--- src/rtl/dma_reg_pkg.sv ---
package dma_reg_pkg;
  localparam int unsigned DW        = 32;
  localparam int unsigned AW        = 7;
  localparam int unsigned SLOT_W    = 3;
  localparam int unsigned BASE_W    = 24;
  localparam int unsigned MAX_CH    = 7;
  localparam int unsigned EN_LSB    = 16;
  localparam int unsigned FLAG_LSB  = 24;
  localparam int unsigned FORCE_BIT = 15;
  localparam int unsigned MEN_BIT   = 23;
  localparam int unsigned MFLAG_BIT = 31;

  localparam logic [DW-1:0] PRIO_RST  = 32'h0765_4321;
  localparam logic [DW-1:0] IRQ_WMASK = 32'h00FF_803F;

  localparam logic [3:0]    OFS_BASE  = 4'h0;
  localparam logic [3:0]    OFS_BLK   = 4'h4;
  localparam logic [3:0]    OFS_CTL   = 4'h8;
  localparam logic [AW-1:0] ADDR_PRIO = 7'h70;
  localparam logic [AW-1:0] ADDR_IRQ  = 7'h74;

  typedef enum logic [1:0] {
    SEL_BASE = 2'd0,
    SEL_BLK  = 2'd1,
    SEL_CTL  = 2'd2,
    SEL_NONE = 2'd3
  } chan_sel_e;
endpackage

--- src/rtl/dma_chan_regs.sv ---
module dma_chan_regs
  import dma_reg_pkg::*;
(
  input  logic              clk_i,
  input  logic              rst_ni,
  input  logic              we_i,
  input  chan_sel_e         sel_i,
  input  logic [DW-1:0]     wdata_i,
  output logic [BASE_W-1:0] base_o,
  output logic [DW-1:0]     blk_o,
  output logic [DW-1:0]     ctl_o,
  output logic [DW-1:0]     rdata_o
);
  logic [BASE_W-1:0] base_q;
  logic [DW-1:0]     blk_q, ctl_q;

  always_ff @(posedge clk_i or negedge rst_ni) begin
    if (!rst_ni) begin
      base_q <= '0;
      blk_q  <= '0;
      ctl_q  <= '0;
    end else if (we_i) begin
      unique case (sel_i)
        SEL_BASE: base_q <= wdata_i[BASE_W-1:0];
        SEL_BLK:  blk_q  <= wdata_i;
        SEL_CTL:  ctl_q  <= wdata_i;
        default:  ;
      endcase
    end
  end

  always_comb begin
    unique case (sel_i)
      SEL_BASE: rdata_o = {{(DW-BASE_W){1'b0}}, base_q};
      SEL_BLK:  rdata_o = blk_q;
      SEL_CTL:  rdata_o = ctl_q;
      default:  rdata_o = '1;
    endcase
  end

  assign base_o = base_q;
  assign blk_o  = blk_q;
  assign ctl_o  = ctl_q;

  // storage moves only on a write
  p_chan_hold_r2: assert property (@(posedge clk_i) disable iff (!rst_ni)
    !we_i |=> $stable({base_q, blk_q, ctl_q}));
endmodule

--- src/rtl/dma_prio_reg.sv ---
module dma_prio_reg
  import dma_reg_pkg::*;
#(
  parameter int unsigned NUM_CH = 7
) (
  input  logic                clk_i,
  input  logic                rst_ni,
  input  logic                we_i,
  input  logic [DW-1:0]       wdata_i,
  output logic [DW-1:0]       q_o,
  output logic [NUM_CH-1:0]   en_o,
  output logic [NUM_CH*3-1:0] prio_o
);
  logic [DW-1:0] q;

  always_ff @(posedge clk_i or negedge rst_ni) begin
    if (!rst_ni)   q <= PRIO_RST;
    else if (we_i) q <= wdata_i;
  end

  for (genvar c = 0; c < NUM_CH; c++) begin : g_nib
    assign en_o[c]         = q[4*c+3];
    assign prio_o[3*c +: 3] = q[4*c +: 3];
  end

  assign q_o = q;

  // priority word only changes on its own write
  p_prio_hold_r4: assert property (@(posedge clk_i) disable iff (!rst_ni)
    !we_i |=> $stable(q));
endmodule

--- src/rtl/dma_irq_ctrl.sv ---
module dma_irq_ctrl
  import dma_reg_pkg::*;
#(
  parameter int unsigned NUM_CH = 7
) (
  input  logic              clk_i,
  input  logic              rst_ni,
  input  logic              we_i,
  input  logic [DW-1:0]     wdata_i,
  input  logic [NUM_CH-1:0] done_i,
  output logic [DW-1:0]     rdata_o,
  output logic              irq_o
);
  logic [DW-1:0]     ctl_q;
  logic [NUM_CH-1:0] flag_q, flag_d, en_w, clr_w, set_w;
  logic              force_w, men_w, mflag, mflag_q;

  assign en_w    = ctl_q[EN_LSB +: NUM_CH];
  assign force_w = ctl_q[FORCE_BIT];
  assign men_w   = ctl_q[MEN_BIT];

  // completion wins over a same-cycle clear
  assign clr_w  = we_i ? wdata_i[FLAG_LSB +: NUM_CH] : '0;
  assign set_w  = done_i & en_w;
  assign flag_d = (flag_q & ~clr_w) | set_w;

  always_ff @(posedge clk_i or negedge rst_ni) begin
    if (!rst_ni) begin
      ctl_q   <= '0;
      flag_q  <= '0;
      mflag_q <= 1'b0;
    end else begin
      if (we_i) ctl_q <= (ctl_q & ~IRQ_WMASK) | (wdata_i & IRQ_WMASK);
      flag_q  <= flag_d;
      mflag_q <= mflag;
    end
  end

  assign mflag = force_w | (men_w & (|(en_w & flag_q)));
  assign irq_o = mflag & ~mflag_q;

  always_comb begin
    rdata_o = ctl_q;
    rdata_o[FLAG_LSB +: NUM_CH] = flag_q;
    rdata_o[MFLAG_BIT] = mflag;
  end

  // a written 1 clears the flag unless a completion lands with it
  p_flag_clear_r6: assert property (@(posedge clk_i) disable iff (!rst_ni)
    we_i |=> ((flag_q & $past(wdata_i[FLAG_LSB +: NUM_CH] & ~done_i)) == '0));
  // a flag rises only for an enabled channel that completed
  p_flag_needs_en_r7: assert property (@(posedge clk_i) disable iff (!rst_ni)
    (|done_i) |=> ((flag_q & ~$past(flag_q) & ~$past(en_w)) == '0));
  p_flag_no_spont_r7: assert property (@(posedge clk_i) disable iff (!rst_ni)
    (done_i == '0) |=> ((flag_q & ~$past(flag_q)) == '0));
  // the interrupt is a single-cycle pulse
  p_irq_single_r9: assert property (@(posedge clk_i) disable iff (!rst_ni)
    irq_o |=> !irq_o);
endmodule

--- src/rtl/dma_reg_front.sv ---
module dma_reg_front
  import dma_reg_pkg::*;
#(
  parameter int unsigned NUM_CH = 7
) (
  input  logic                     clk_i,
  input  logic                     rst_ni,
  input  logic                     wr_i,
  input  logic [6:0]               addr_i,
  input  logic [31:0]              wdata_i,
  input  logic [NUM_CH-1:0]        done_i,
  output logic [31:0]              rdata_o,
  output logic [NUM_CH*24-1:0]     base_o,
  output logic [NUM_CH*32-1:0]     blk_o,
  output logic [NUM_CH*32-1:0]     ctl_o,
  output logic [NUM_CH-1:0]        chan_en_o,
  output logic [NUM_CH*3-1:0]      chan_prio_o,
  output logic                     irq_o
);
  chan_sel_e         sel;
  logic [NUM_CH-1:0] slot_hit;
  logic [DW-1:0]     chan_rdata [NUM_CH];
  logic [DW-1:0]     prio_q, irq_rdata;
  logic              prio_hit, irq_hit, any_hit;

  always_comb begin
    unique case (addr_i[3:0])
      OFS_BASE: sel = SEL_BASE;
      OFS_BLK:  sel = SEL_BLK;
      OFS_CTL:  sel = SEL_CTL;
      default:  sel = SEL_NONE;
    endcase
  end

  assign prio_hit = (addr_i == ADDR_PRIO);
  assign irq_hit  = (addr_i == ADDR_IRQ);

  for (genvar c = 0; c < NUM_CH; c++) begin : g_ch
    assign slot_hit[c] = (addr_i[6:4] == SLOT_W'(c)) && (sel != SEL_NONE);

    dma_chan_regs i_chan (
      .clk_i   (clk_i),
      .rst_ni  (rst_ni),
      .we_i    (wr_i & slot_hit[c]),
      .sel_i   (sel),
      .wdata_i (wdata_i),
      .base_o  (base_o[BASE_W*c +: BASE_W]),
      .blk_o   (blk_o[DW*c +: DW]),
      .ctl_o   (ctl_o[DW*c +: DW]),
      .rdata_o (chan_rdata[c])
    );
  end

  dma_prio_reg #(.NUM_CH(NUM_CH)) i_prio (
    .clk_i   (clk_i),
    .rst_ni  (rst_ni),
    .we_i    (wr_i & prio_hit),
    .wdata_i (wdata_i),
    .q_o     (prio_q),
    .en_o    (chan_en_o),
    .prio_o  (chan_prio_o)
  );

  dma_irq_ctrl #(.NUM_CH(NUM_CH)) i_irq (
    .clk_i   (clk_i),
    .rst_ni  (rst_ni),
    .we_i    (wr_i & irq_hit),
    .wdata_i (wdata_i),
    .done_i  (done_i),
    .rdata_o (irq_rdata),
    .irq_o   (irq_o)
  );

  assign any_hit = (|slot_hit) | prio_hit | irq_hit;

  always_comb begin
    rdata_o = '1;
    for (int c = 0; c < NUM_CH; c++) begin
      if (slot_hit[c]) rdata_o = chan_rdata[c];
    end
    if (prio_hit) rdata_o = prio_q;
    if (irq_hit)  rdata_o = irq_rdata;
  end

  // no decoded target means all-ones on the read bus
  p_undecoded_r3: assert property (@(posedge clk_i) disable iff (!rst_ni)
    !any_hit |-> (rdata_o == '1));
endmodule

--- config.mk ---
export PLATFORM = sky130hd
export DESIGN_NAME = dma_reg_front
export DESIGN_NICKNAME = d
export VERILOG_FILES = /design/src/rtl/dma_reg_pkg.sv /design/src/rtl/dma_chan_regs.sv /design/src/rtl/dma_prio_reg.sv /design/src/rtl/dma_irq_ctrl.sv /design/src/rtl/dma_reg_front.sv
export SDC_FILE = /design/constraint.sdc
export NUM_CORES = 1
export LEC_CHECK = 0
export BUFFER_PORTS_ARGS = -buffer_cell sky130_fd_sc_hd__buf_4
export CAP_MARGIN = 20
export CORE_AREA = 2 2 286 288
export CTS_CLUSTER_DIAMETER = 50
export DETAILED_ROUTE_END_ITERATION = 8
export DIE_AREA = 0 0 288 290
export GPL_ROUTABILITY_DRIVEN = 0
export PLACE_DENSITY = 0.69
export SLEW_MARGIN = 20
export SYNTH_ARGS = -nofsm -noshare
export SYNTH_HDL_FRONTEND = slang
export SYNTH_SLANG_ARGS = --single-unit
--- constraint.sdc ---
create_clock -name clk_i -period 7.7 [get_ports clk_i]
set_clock_uncertainty 0.1 [all_clocks]
set_input_delay 1.54 -clock clk_i [delete_from_list [all_inputs] [get_ports clk_i]]
set_output_delay 1.54 -clock clk_i [all_outputs]
set_load 0.01 [all_outputs]
After elaboration in Yosys (flattened, before gate mapping)

Cells that the tools add are included.

$add $sub $neg: 0
Multiply operators: 0
Divide/modulo/power cells: 0
$lt $le $gt $ge: 0
Equal/unequal tests: 13
Shift-type cells: 0
Multiplexer cells: 18
Bitwise gates (word level): 19
Reductions and logical operators: 32

Operator list:

| kind                 | count |
|---|---|
| $pmux W32 S3         | 7 |
| $mux W32             | 9 |
| $reduce_and A2 Y1    | 21 |
| $or A32 B24 Y32      | 1 |
| $and A7 B7 Y7        | 3 |
| $eq A7 B7 Y1 const B | 2 |
| $and A1 B1 Y1        | 11 |
| $eq A3 B3 Y1 const B | 3 |
| $logic_and A1 B1 Y1  | 7 |
| $mux W7              | 1 |
| $not A7 Y7           | 1 |
| $or A7 B7 Y7         | 1 |
| $reduce_or A7 Y1     | 1 |
| $eq A3 B2 Y1 const B | 2 |
| $pmux W2 S3          | 1 |
| $eq A4 B3 Y1 const B | 1 |
| $eq A4 B4 Y1 const B | 1 |
| $logic_not A4 Y1     | 1 |
| $eq A3 B1 Y1 const B | 1 |
| $logic_not A3 Y1     | 1 |
| $eq A2 B1 Y1 const B | 1 |
| $eq A2 B2 Y1 const B | 1 |
| $logic_not A2 Y1     | 1 |
| $ne A2 B2 Y1 const B | 1 |
| 2 further kinds      | 2 |

Bits in registers: 688
Latch bits: 0
RAM bits: 0
Bits in read-only memories: 0
Input port bits: 49
Word-level logic and storage cells: 107
Memories: 0

Logic depth before layout (Yosys ltp)

Depth in word-level cells: 13
Gate-level depth with buffers: 10
Depth with buffers taken out: 6

Hierarchy

From an unflattened synthesis, not the netlist that was laid out.

Cell total of the unflattened synthesis: 2528
Area, all modules: 33263.2 sq um

By module, submodules not included:

| module        | instances | cells each | area an instance (sq um) |
|---|---|---|---|
| dma_chan_regs | 7         | 272        | 3938.8 |
| dma_reg_front | 1         | 456        | 3080.5 |
| dma_prio_reg  | 1         | 96         | 1570.3 |
| dma_irq_ctrl  | 1         | 72         | 1041.0 |

Worst setup path before layout

OpenSTA, ideal clock, no wires.

Kind: input port to output port
From: input addr_i[1]
To: output rdata_o[3]
Arrival time: 3100 ps
Setup slack: 2960 ps
Cell stages on the path: 9
Path buffers: 3
Path through: or2_1 buf_2 buf_6 buf_2 nor2_1 a221oi_1 o21ai_0 o221ai_1 a311oi_1

Cells in the longest elaborated chain, start to end: 13
Elaborated cells on any way between the ends: 33
Classes of those cells: eq/ne: 7; mux: 17; reduce/logical: 9

RTL lines:

| item                                                | RTL line                                 | source |
|---|---|---|
| start, declared                                     | dma_reg_front.sv:9                       | `input logic [6:0] addr_i,` |
| $eq A4 B4 Y1 (tied with other cells)                | dma_reg_front.sv:27                      | `unique case (addr_i[3:0])` |
| $pmux W2 S3                                         | dma_reg_front.sv:27                      |  |
| $eq A2 B2 Y1 (tied with other cells)                | dma_chan_regs.sv:33                      | `unique case (sel_i)` |
| $pmux W32 S3 or $logic_and A1 B1 Y1 (tied branches) | dma_chan_regs.sv:33, dma_reg_front.sv:39 |  |
| $mux W32 (7 in series)                              | dma_reg_front.sv:79                      | `if (slot_hit[c]) rdata_o = chan_rdata[c];` |
| $mux W32                                            | dma_reg_front.sv:81                      | `if (prio_hit) rdata_o = prio_q;` |
| $mux W32 *                                          | dma_reg_front.sv:82                      | `if (irq_hit) rdata_o = irq_rdata;` |
| end, declared                                       | dma_reg_front.sv:12                      | `output logic [31:0] rdata_o,` |

Mark *: on every way between the ends. The rest lies on a longest branch, timed or not.

Worst setup path after layout

From: input addr_i[3]
To: output rdata_o[13]

Same word-level chain as after synthesis.

==> flow_metrics.py <==
metrics = {
    "detailed_routing": {
        "routed_wl_um": 142000,
        "wl_per_cell_um": 33.1,
        "drt_pass1_iterations": 6,
        "postRouteAntennaNets": 0,
        "avgViaCountPerCell": 5.93,
        "drt-initial-drc-count": 2118,
        "via_count": 25417,
        "drcViolationCount": 0,
    },
    "global_routing": {
        "grt_pass1_wl_um": 198000,
        "grt_max_degree": 120,
        "grt_use_total_pct": 33.3,
        "grt_pass1_vias": 25411,
        "antenna_found_initial": 1,
        "globalRouteOverflowTotal": 0,
    },
    "cts": {
        "clock_latency_ns": 0.64,
        "cts_setup_buffers": 0,
        "clkTransAtPathRegs_ns": 0.06,
        "numClockSinks": 671,
        "cts_tree": "yes",
        "cts_resized": 0,
        "cts_root_buf": "clkbuf_16",
        "clock_tree.buffer_depth": 3,
        "ctsHoldBuffers": 0,
        "cts_buffers": 87,
        "htree_levels": 3,
    },
    "critical_path": {
        "worstRegToRegCells": 4,
        "critPathLaunchType": "primary input",
        "end_kind": "primary output",
        "path_max_fanout": 66,
        "arrival_ns": 4.84,
        "worstPathRequired_ns": 6.06,
        "critPathKind": "primary input to primary output",
    },
    "sta": {
        "max_slew_margin_pct": 24.6,
        "period_minus_slack_ns": 6.48,
        "period_share_pct": 84.2,
        "slew_violations": 0,
        "fmax_mhz": 154,
        "grt_setup_unrepaired": "false",
        "setup_viol": 0,
        "timing.setup.tns_ns": 0,
        "finalHoldViolCount": 0,
        "worstMarginPinSlew_ns": 1.13,
    },
    "final_layout": {
        "drive_gt1_share_pct": 48.7,
        "nets": 3206,
        "final_cell_count_no_fill": 4288,
        "fillers": 7204,
        "design_area_mm2": 0.0409,
        "multi_input_area_mm2": 0.0137,
        "regArea_mm2": 0.0168,
        "syn2layout_area_growth_pct": 28.5,
    },
    "synth": {
        "syn_avg_cell_area_um2": 12.5,
        "synth_area_mm2": 0.0318,
        "synth.distinct_cells": 55,
        "synth_seq_cells": 671,
        "syn-num-nets": 2594,
        "synth_top_area_share_pct": 51.8,
        "synth-seq-area-share_pct": 52.8,
        "yosysWarnings": 0,
        "synth_edf_count": 0,
        "yosys-top-cells-area": "dfrtp_1 (52%), mux2_2 (21%), mux2i_1 (4.8%), mux2_1 (3.2%), a21oi_1 (2.2%)",
        "yosysTopAreaCell": "dfrtp_1",
        "syn_inst": 2545,
        "ys.flop_type": "dfrtp_1",
        "synth-async-reset-ratio_pct": 100,
    },
    "place": {
        "placed_cells": 4127,
        "dpl_cell_area_mm2": 0.0379,
        "dp_hpwl_um": 101000,
        "port_buffers": 725,
    },
    "floorplanning": {
        "core_area_mm2": 0.0802,
        "die-area_mm2": 0.0835,
        "rows": 104,
        "die_h_um": 290,
        "fp.dieW_um": 288,
        "initial_utilization_pct": 39.7,
        "ioPinCount": 726,
    },
    "status": {
        "run_status": "finished, final reports clean",
    },
    "flow_run": {
        "maxCapViolCount": 0,
    },
    "power_and_ir_drop": {
        "power.leakage_nw": 20.9,
        "p_total_w": 0.00873,
        "power_density_mw_per_mm2": 213,
        "peakVddDrop_v": 0.000210,
    },
    "worst_hold_path": {
        "whs_path_depth": 1,
        "min_path_type": "register to register",
    },
}
final timing paths:
kind	startpoint	slack, ns	end
min in group asynchronous	rst_ni	0.79	g_ch[1].i_chan.blk_o[27]
worst min-delay path	i_prio.q_o[31]	0.41	i_prio.q_o[31]
worst max register to register	i_irq.ctl_q[18]	6.17	i_irq.mflag_q
worst max-delay path	addr_i[3]	1.22	rdata_o[13]
max in group asynchronous	rst_ni	5.01	g_ch[4].i_chan.base_o[9]
worst min register to register	i_prio.q_o[31]	0.41	i_prio.q_o[31]
metal layers:
layer / GRT usage (%) / vias to the layer above / share of wire [%]
met2: 55.4 / 1258 / 49
li1: - / 10534 / -
met5: 0 / - / 0
met4: 15.0 / 0 / 4.9
met1: 41.6 / 13337 / 39
met3: 6.65 / 288 / 7.2
kinds of logic after synthesis:
group	share of synthesized area [%]
AND/OR/NAND/NOR	4.05
buffers and inverters	4.55
multiplexers	28.7
flip-flops	52.8
AO/OA/AOI/OAI	9.96
critical path: stages:
cell and delay, ns:
buf_6 0.42, buf_4 0.73, nand2b_1 0.29, or3_2 0.73, o21ai_0 0.21, nor3_1 0.63
buf_4 0.25
synth_stat cells (all sizes together), types with 11 or more instances:
master and instances:
mux2 674, dfrtp 659, buf 163, mux2i 154
a21oi 140, o21ai 140, nor2 124, clkbuf 102
nand2 83, a221oi 33, a22oi 32, a211oi 31
o211ai 24, a22o 23, nand3 19, o221ai 15
nor3 13, dfstp 12, o22ai 11, o2bb2ai 11
where the power goes:
group	switching (W)	internal (W)	total, W	leakage (nW)
logic	0.000510	0.000295	0.000806	10.2
clock network	0.00169	0.00250	0.00419	1.44
registers	0.000103	0.00364	0.00374	9.26
flip-flops by register name, summed over array words and instances (netlist names):
signal and cells:
i_prio.q_o 32, i_irq.ctl_q 15, i_irq.flag_q 7, i_irq.mflag_q 1, g_ch.i_chan.ctl_o 224, g_ch.i_chan.base_o 168
g_ch.i_chan.blk_o 224
area by class of cell:
class,count,share of cell area (%)
clock buffer,113,5.83
timing repair buffer,788,14.9
antenna,1,0.00612
sequential,671,41.1
inverter,9,0.0826
tap,1060,3.24
multi-input combinational,1600,33.5
clock inverter,46,1.41
layout by cell type, fill, tap and decap left out, types with 31 or more instances in the layout:
master,synthesis,layout
dfrtp_1,659,659
o21ai_0,134,134
a21oi_1,140,140
a221oi_1,33,33
nor2_1,111,109
a22oi_1,32,32
mux2_1,91,91
mux2_2,583,583
clkbuf_16,0,87
buf_4,55,774
nand2_1,77,68
mux2i_1,154,154
a211oi_1,31,31
per-stage QoR:
stage | setup slack (ns) | utilization [%] | hold slack, ns
after global routing | 1.12 | 51.0 | 0.419
final | 1.22 | 51.0 | 0.411
after floorplan | 2.96 | - | 0.370
after global placement | 1.33 | 47.2 | 0.388
after CTS | 1.27 | 51.0 | 0.407
after detailed placement | 1.27 | 47.3 | 0.394
No activity file was read; power rests on OpenSTA's default activity.
